--- src/rtl/rss_pkg.sv ---
package rss_pkg;

  typedef enum logic [1:0] {
    ST_OFF   = 2'd0,
    ST_START = 2'd1,
    ST_RUN   = 2'd2,
    ST_LATCH = 2'd3
  } rss_state_e;

  typedef enum logic [1:0] {
    FC_NONE    = 2'd0,
    FC_STARTUP = 2'd1,
    FC_SHORT   = 2'd2,
    FC_THERMAL = 2'd3
  } rss_fault_e;

  localparam int unsigned N_SHORT_FLAGS = 2;

endpackage

--- src/rtl/rss_persist_filter.sv ---
module rss_persist_filter #(
  parameter int unsigned CYC = 8
) (
  input  logic clk,
  input  logic rst_n,
  input  logic en_i,
  input  logic flag_i,
  output logic trip_o
);
  localparam int unsigned CW = $clog2(CYC + 1);
  localparam logic [CW-1:0] LAST = CW'(CYC - 1);

  logic [CW-1:0] run_cnt;

  always_ff @(posedge clk or negedge rst_n) begin
    if (!rst_n) begin
      run_cnt <= '0;
    end else if (en_i && flag_i && run_cnt != LAST) begin
      run_cnt <= run_cnt + 1'b1;
    end else begin
      run_cnt <= '0;
    end
  end

  assign trip_o = en_i && flag_i && (run_cnt == LAST);
endmodule

--- src/rtl/rss_seq_fsm.sv ---
module rss_seq_fsm
  import rss_pkg::*;
#(
  parameter int unsigned NEG_DELAY_CYC = 500000,
  parameter int unsigned START_WIN_CYC = 1000000
) (
  input  logic       clk,
  input  logic       rst_n,
  input  logic       main_en_i,
  input  logic       uvlo_i,
  input  logic       otemp_i,
  input  logic       pos_good_i,
  input  logic       neg_over_i,
  input  logic       neg_good_i,
  input  logic       short_trip_i,
  output logic       run_o,
  output logic       latched_o,
  output logic       pos_en_o,
  output logic       neg_en_o,
  output logic       ilim_low_o,
  output logic [1:0] fault_code_o
);
  localparam int unsigned TW = $clog2(START_WIN_CYC + 1);
  localparam logic [TW-1:0] T_DLY  = TW'(NEG_DELAY_CYC);
  localparam logic [TW-1:0] T_CHK1 = TW'(NEG_DELAY_CYC - 1);
  localparam logic [TW-1:0] T_CHK2 = TW'(START_WIN_CYC - 1);

  rss_state_e    state_q, state_d;
  rss_fault_e    code_q, code_d;
  logic [TW-1:0] tmr_q, tmr_d;
  logic          rel_q, rel_d;

  always_comb begin
    state_d = state_q;
    code_d  = code_q;
    tmr_d   = tmr_q;
    rel_d   = rel_q;
    if (uvlo_i) begin
      state_d = ST_OFF;
      code_d  = FC_NONE;
    end else if (state_q == ST_LATCH) begin
      if (!main_en_i && !otemp_i) begin
        state_d = ST_OFF;
        code_d  = FC_NONE;
      end
    end else if (otemp_i) begin
      state_d = ST_LATCH;
      code_d  = FC_THERMAL;
    end else if (!main_en_i) begin
      state_d = ST_OFF;
    end else begin
      unique case (state_q)
        ST_OFF: begin
          state_d = ST_START;
          tmr_d   = '0;
          rel_d   = 1'b0;
        end
        ST_START: begin
          if (pos_good_i) rel_d = 1'b1;
          if (tmr_q == T_CHK1 && (!pos_good_i || neg_over_i)) begin
            state_d = ST_LATCH;
            code_d  = FC_STARTUP;
          end else if (tmr_q == T_CHK2) begin
            if (neg_good_i) begin
              state_d = ST_RUN;
            end else begin
              state_d = ST_LATCH;
              code_d  = FC_STARTUP;
            end
          end else begin
            tmr_d = tmr_q + 1'b1;
          end
        end
        ST_RUN: begin
          if (short_trip_i) begin
            state_d = ST_LATCH;
            code_d  = FC_SHORT;
          end
        end
        default: state_d = ST_OFF;
      endcase
    end
  end

  always_ff @(posedge clk or negedge rst_n) begin
    if (!rst_n) begin
      state_q <= ST_OFF;
      code_q  <= FC_NONE;
      tmr_q   <= '0;
      rel_q   <= 1'b0;
    end else begin
      state_q <= state_d;
      code_q  <= code_d;
      tmr_q   <= tmr_d;
      rel_q   <= rel_d;
    end
  end

  assign run_o        = (state_q == ST_RUN);
  assign latched_o    = (state_q == ST_LATCH);
  assign pos_en_o     = (state_q == ST_START) || (state_q == ST_RUN);
  assign neg_en_o     = ((state_q == ST_START) && (tmr_q >= T_DLY)) || (state_q == ST_RUN);
  assign ilim_low_o   = (state_q == ST_START) && (tmr_q < T_DLY) && !rel_q;
  assign fault_code_o = latched_o ? code_q : FC_NONE;
endmodule

--- src/rtl/rss_aux_gate.sv ---
module rss_aux_gate (
  input  logic clk,
  input  logic rst_n,
  input  logic aux_en_i,
  input  logic uvlo_i,
  input  logic latched_i,
  output logic aux_en_o
);
  logic req_q;

  always_ff @(posedge clk or negedge rst_n) begin
    if (!rst_n) req_q <= 1'b0;
    else        req_q <= aux_en_i && !uvlo_i;
  end

  assign aux_en_o = req_q && !latched_i;
endmodule

--- src/rtl/rail_seq_supervisor.sv ---
module rail_seq_supervisor
  import rss_pkg::*;
#(
  parameter int unsigned NEG_DELAY_CYC = 500000,
  parameter int unsigned START_WIN_CYC = 1000000,
  parameter int unsigned FILT_CYC      = 150000
) (
  input  logic       clk,
  input  logic       rst_n,
  input  logic       aux_en_i,
  input  logic       main_en_i,
  input  logic       uvlo_i,
  input  logic       otemp_i,
  input  logic       pos_good_i,
  input  logic       pos_uv_i,
  input  logic       neg_good_i,
  input  logic       neg_over_i,
  output logic       aux_rail_en_o,
  output logic       pos_rail_en_o,
  output logic       neg_rail_en_o,
  output logic       pos_ilim_low_o,
  output logic       aux_dischg_o,
  output logic       pos_dischg_o,
  output logic       neg_dischg_o,
  output logic [1:0] fault_code_o
);
  logic                     run;
  logic                     latched;
  logic [N_SHORT_FLAGS-1:0] short_flags;
  logic [N_SHORT_FLAGS-1:0] short_trips;

  assign short_flags = {neg_over_i, pos_uv_i};

  for (genvar g = 0; g < N_SHORT_FLAGS; g++) begin : g_filt
    rss_persist_filter #(.CYC(FILT_CYC)) u_filt (
      .clk    (clk),
      .rst_n  (rst_n),
      .en_i   (run),
      .flag_i (short_flags[g]),
      .trip_o (short_trips[g])
    );
  end

  rss_seq_fsm #(
    .NEG_DELAY_CYC (NEG_DELAY_CYC),
    .START_WIN_CYC (START_WIN_CYC)
  ) u_fsm (
    .clk          (clk),
    .rst_n        (rst_n),
    .main_en_i    (main_en_i),
    .uvlo_i       (uvlo_i),
    .otemp_i      (otemp_i),
    .pos_good_i   (pos_good_i),
    .neg_over_i   (neg_over_i),
    .neg_good_i   (neg_good_i),
    .short_trip_i (|short_trips),
    .run_o        (run),
    .latched_o    (latched),
    .pos_en_o     (pos_rail_en_o),
    .neg_en_o     (neg_rail_en_o),
    .ilim_low_o   (pos_ilim_low_o),
    .fault_code_o (fault_code_o)
  );

  rss_aux_gate u_aux (
    .clk       (clk),
    .rst_n     (rst_n),
    .aux_en_i  (aux_en_i),
    .uvlo_i    (uvlo_i),
    .latched_i (latched),
    .aux_en_o  (aux_rail_en_o)
  );

  assign aux_dischg_o = !aux_rail_en_o;
  assign pos_dischg_o = !pos_rail_en_o;
  assign neg_dischg_o = !neg_rail_en_o;
endmodule

--- config.mk ---
export PLATFORM = sky130hd
export DESIGN_NAME = rail_seq_supervisor
export DESIGN_NICKNAME = d
export VERILOG_FILES = /design/src/rtl/rss_pkg.sv /design/src/rtl/rss_persist_filter.sv /design/src/rtl/rss_seq_fsm.sv /design/src/rtl/rss_aux_gate.sv /design/src/rtl/rail_seq_supervisor.sv
export SDC_FILE = /design/constraint.sdc
export NUM_CORES = 1
export LEC_CHECK = 0
export BUFFER_PORTS_ARGS = -buffer_cell sky130_fd_sc_hd__buf_4
export CAP_MARGIN = 20
export CORE_MARGIN = 5
export CORE_UTILIZATION = 45
export CTS_BUF_LIST = sky130_fd_sc_hd__clkbuf_4 sky130_fd_sc_hd__clkbuf_8
export DETAILED_ROUTE_END_ITERATION = 8
export SLEW_MARGIN = 10
export SYNTH_ARGS = -nofsm -noshare
export SYNTH_HDL_FRONTEND = slang
export SYNTH_SLANG_ARGS = --single-unit
--- constraint.sdc ---
create_clock -name clk -period 3.6 [get_ports clk]
set_input_delay 0.18 -clock clk [delete_from_list [all_inputs] [get_ports clk]]
set_output_delay 0.18 -clock clk [all_outputs]
set_load 0.01 [all_outputs]
==> metrics.yaml <==
cts_tree: "built"
pwr-share-clk_pct: 40.0
vias: 2758
syn_nets: 399
finClkSkew_ns: 0.0106
synth_seq_cells: 62
grt_pass1_wl_mm: 12.9
chipWidth_um: 98.5
synth_top_area_share_pct: 44.0
irDropWorstVdd_mv: 0.240
hold_violations: 0
grt_pass1_vias: 2662
comb_power_share_pct: 12.2
sequentialPowerShare_pct: 47.9
fillers: 744
route.detailed.drc: 0
yosys-top-cells-count: "dfrtp_1 (62), nor2_1 (59), nand2_1 (31)"
clkTransAtPathRegs_ns: 0.08
synth_area_leaders: "dfrtp_1 (44%), nor2_1 (6.3%), xnor2_1 (4.5%)"
async_flop_share_pct: 100
cp_max_fo: 11
yosys_warnings: 0
run_status: "complete, no violations"
die_h_um: 98.5
htree_levels: 3
leakage_nw: 1.65
critPathCaptureType: "flip-flop"
nets: 417
internal-power_mw: 1.13
cts.path.max_buffers: 2
grt_setup_unrepaired: "no"
setup_tns_ns: 0
grt_max_degree: 63
core_area_um2: 7690
netSwitchingPower_mw: 0.456
via_per_inst: 5.45
netlist_instances: 381
start_util_pct: 45.8
rows: 32
reg2reg_slack_ns: 1.03
place_hpwl_mm: 5.08
critPathKind: "flip-flop to flip-flop"
fmax_ghz: 0.389
critPathLaunchType: "flip-flop"
finalCritPeriodShare_pct: 71.5
place_congestion: 0.829
setup_viol: 0
syn_area_um2: 3520
drtIter0Drc: 227
antenna_found_initial: 0
avgSynthCellArea_um2: 9.24
yosys.area.top_type: "dfrtp_1"
reg2reg_from: "u_fsm.state_q[0]"
cts.hold.buffers_added: 1
startpoint: "u_fsm.state_q[0]"
p_per_area_nw_per_um2: 402
antenna_left: 0
yosysSeqAreaShare_pct: 44.0
diodes: 0
cp-endpoint: "u_fsm.tmr_q[10]"
post_cts_buffers: 0
wl_mm: 7.46
place_area_um2: 3720
ys_types: 57
period_needed_ns: 2.57
cts.sinks: 62
clockRootBuffer: "clkbuf_8"
reg2reg_depth: 6
dieArea_um2: 9700
yosys_most_used_dff: "dfrtp_1"
final-max-slew-violation-count: 0
cts_resized: 0
critPathRequiredTime_ns: 3.88
io_pins: 19
cts_buffers: 9
relSlewSlack_pct: 46.8
synth_edf_count: 0
synth.most_common_cell: "dfrtp_1"
maxCapViolations: 0
p_sw_share_pct: 28.8
grt_overflow_total: 0
clock_latency_ns: 0.34
crit_arrival_ns: 2.86
routedWlPerCell_um: 14.7
syn_to_final_growth_pct: 11.9
drive_gt1_share_pct: 11.9
rr_endpoint: "u_fsm.tmr_q[10]"
worstMarginPinSlew_ns: 0.799
hp-class: "input pin to flip-flop"
grt_use_total_pct: 16.2
design_area_um2: 3940
io_buffers: 18
drt_first_pass_iters: 4
-- flip-flops by register name (all words and copies together) (netlist names) --
name / cells
u_fsm.state_q: 2
u_aux.req_q: 1
u_fsm.code_q: 2
g_filt.u_filt.run_cnt: 36
u_fsm.tmr_q: 20
u_fsm.rel_q: 1
-- power groups by stage --
stage	clock network [mW]	registers (mW)	logic, mW
2_1_floorplan	0	0.754	0.134
3_3_place_gp	0	0.770	0.193
3_5_place_dp	0	0.772	0.192
4_1_cts	0.653	0.758	0.195
5_1_grt	0.680	0.763	0.217
6_report	0.634	0.759	0.193
-- through the flow --
| stage | hold slack (ns) | utilization, % | cells | power (mW) | worst slack, ns |
|---|---|---|---|---|---|
| after detailed placement | 0.322 | 48.4 | 489 | 0.965 | 1.04 |
| final | 0.0544 | 51.3 | 506 | 1.59 | 1.03 |
| after CTS | 0.0420 | 51.3 | 506 | 1.61 | 1.03 |
| after global routing | 0.0652 | 51.3 | 506 | 1.66 | 0.732 |
| after global placement | 0.323 | 48.4 | 489 | 0.963 | 1.11 |
| after floorplan | -0.116 | - | 381 | 0.888 | 1.36 |
-- how the worst min path moves through the flow --
| stage | to | start | cells past startpoint |
|---|---|---|---|
| 3_3_place_gp | u_fsm.code_q[1] | rst_n | 1 |
| 5_1_grt | u_aux.req_q | uvlo_i | 2 |
| 2_1_floorplan | g_filt[0].u_filt.run_cnt[0] | rst_n | 0 |
| 4_1_cts | u_fsm.state_q[1] | uvlo_i | 2 |
| 3_5_place_dp | u_aux.req_q | rst_n | 1 |
| 6_report | u_fsm.state_q[1] | uvlo_i | 2 |
-- kinds of logic (layout without fill, tap and decap cells) --
| group | Yosys count | after routing | synth area share, % |
|---|---|---|---|
| buffers and inverters | 28 | 51 | 3.55 |
| multiplexers | 3 | 3 | 0.888 |
| adder cells (fa/ha/maj) | 8 | 8 | 2.84 |
| AO/OA/AOI/OAI | 51 | 51 | 9.95 |
| flip-flops | 62 | 62 | 44.0 |
| XOR/XNOR | 36 | 36 | 8.95 |
| AND/OR/NAND/NOR | 193 | 193 | 29.8 |
-- layout by cell type, fill, tap and decap left out, drive strengths merged, types with 4 or more instances in the layout --
| master | instances |
|---|---|
| xnor2 | 18 |
| clkinv | 4 |
| and3 | 8 |
| nor2b | 4 |
| nor2 | 59 |
| buf | 19 |
| clkbuf | 9 |
| ha | 8 |
| a21o | 4 |
| dfrtp | 62 |
| nor4 | 5 |
| xor2 | 18 |
| inv | 16 |
| nand2 | 31 |
| or4b | 4 |
| or4 | 11 |
| a21oi | 9 |
| nand3 | 27 |
| nor3 | 7 |
| nand4 | 15 |
| o211ai | 7 |
| o21ai | 15 |
-- worst max-delay path, stage by stage (launching register included) --
cell and delay [ns]:
dfrtp_1 0.43, ha_1 0.34, nor4b_2 0.43, o21ai_1 0.33
a211o_1 0.41, or4_1 0.49, nand2_1 0.08
-- layer usage --
| layer | track usage (%) | up-vias | share of wire, % |
|---|---|---|---|
| met5 | 0 | - | 0 |
| met4 | 5.99 | 0 | 1.7 |
| met3 | 3.26 | 10 | 3.6 |
| met2 | 23.7 | 49 | 44 |
| met1 | 23.7 | 1313 | 51 |
| li1 | - | 1386 | - |
-- final cells by class --
class                   instances  area (um^2)  share of cell area (%)
multi-input cells             291         1850                    46.8
clock inverters                 7         83.8                    2.13
repair buffers                 20          153                    3.87
clock buffers                   9          124                    3.14
inverters                      15         56.3                    1.43
flip-flops and latches         62         1550                    39.4
well taps                     102          128                    3.24
(Power assumes the default switching activity.)
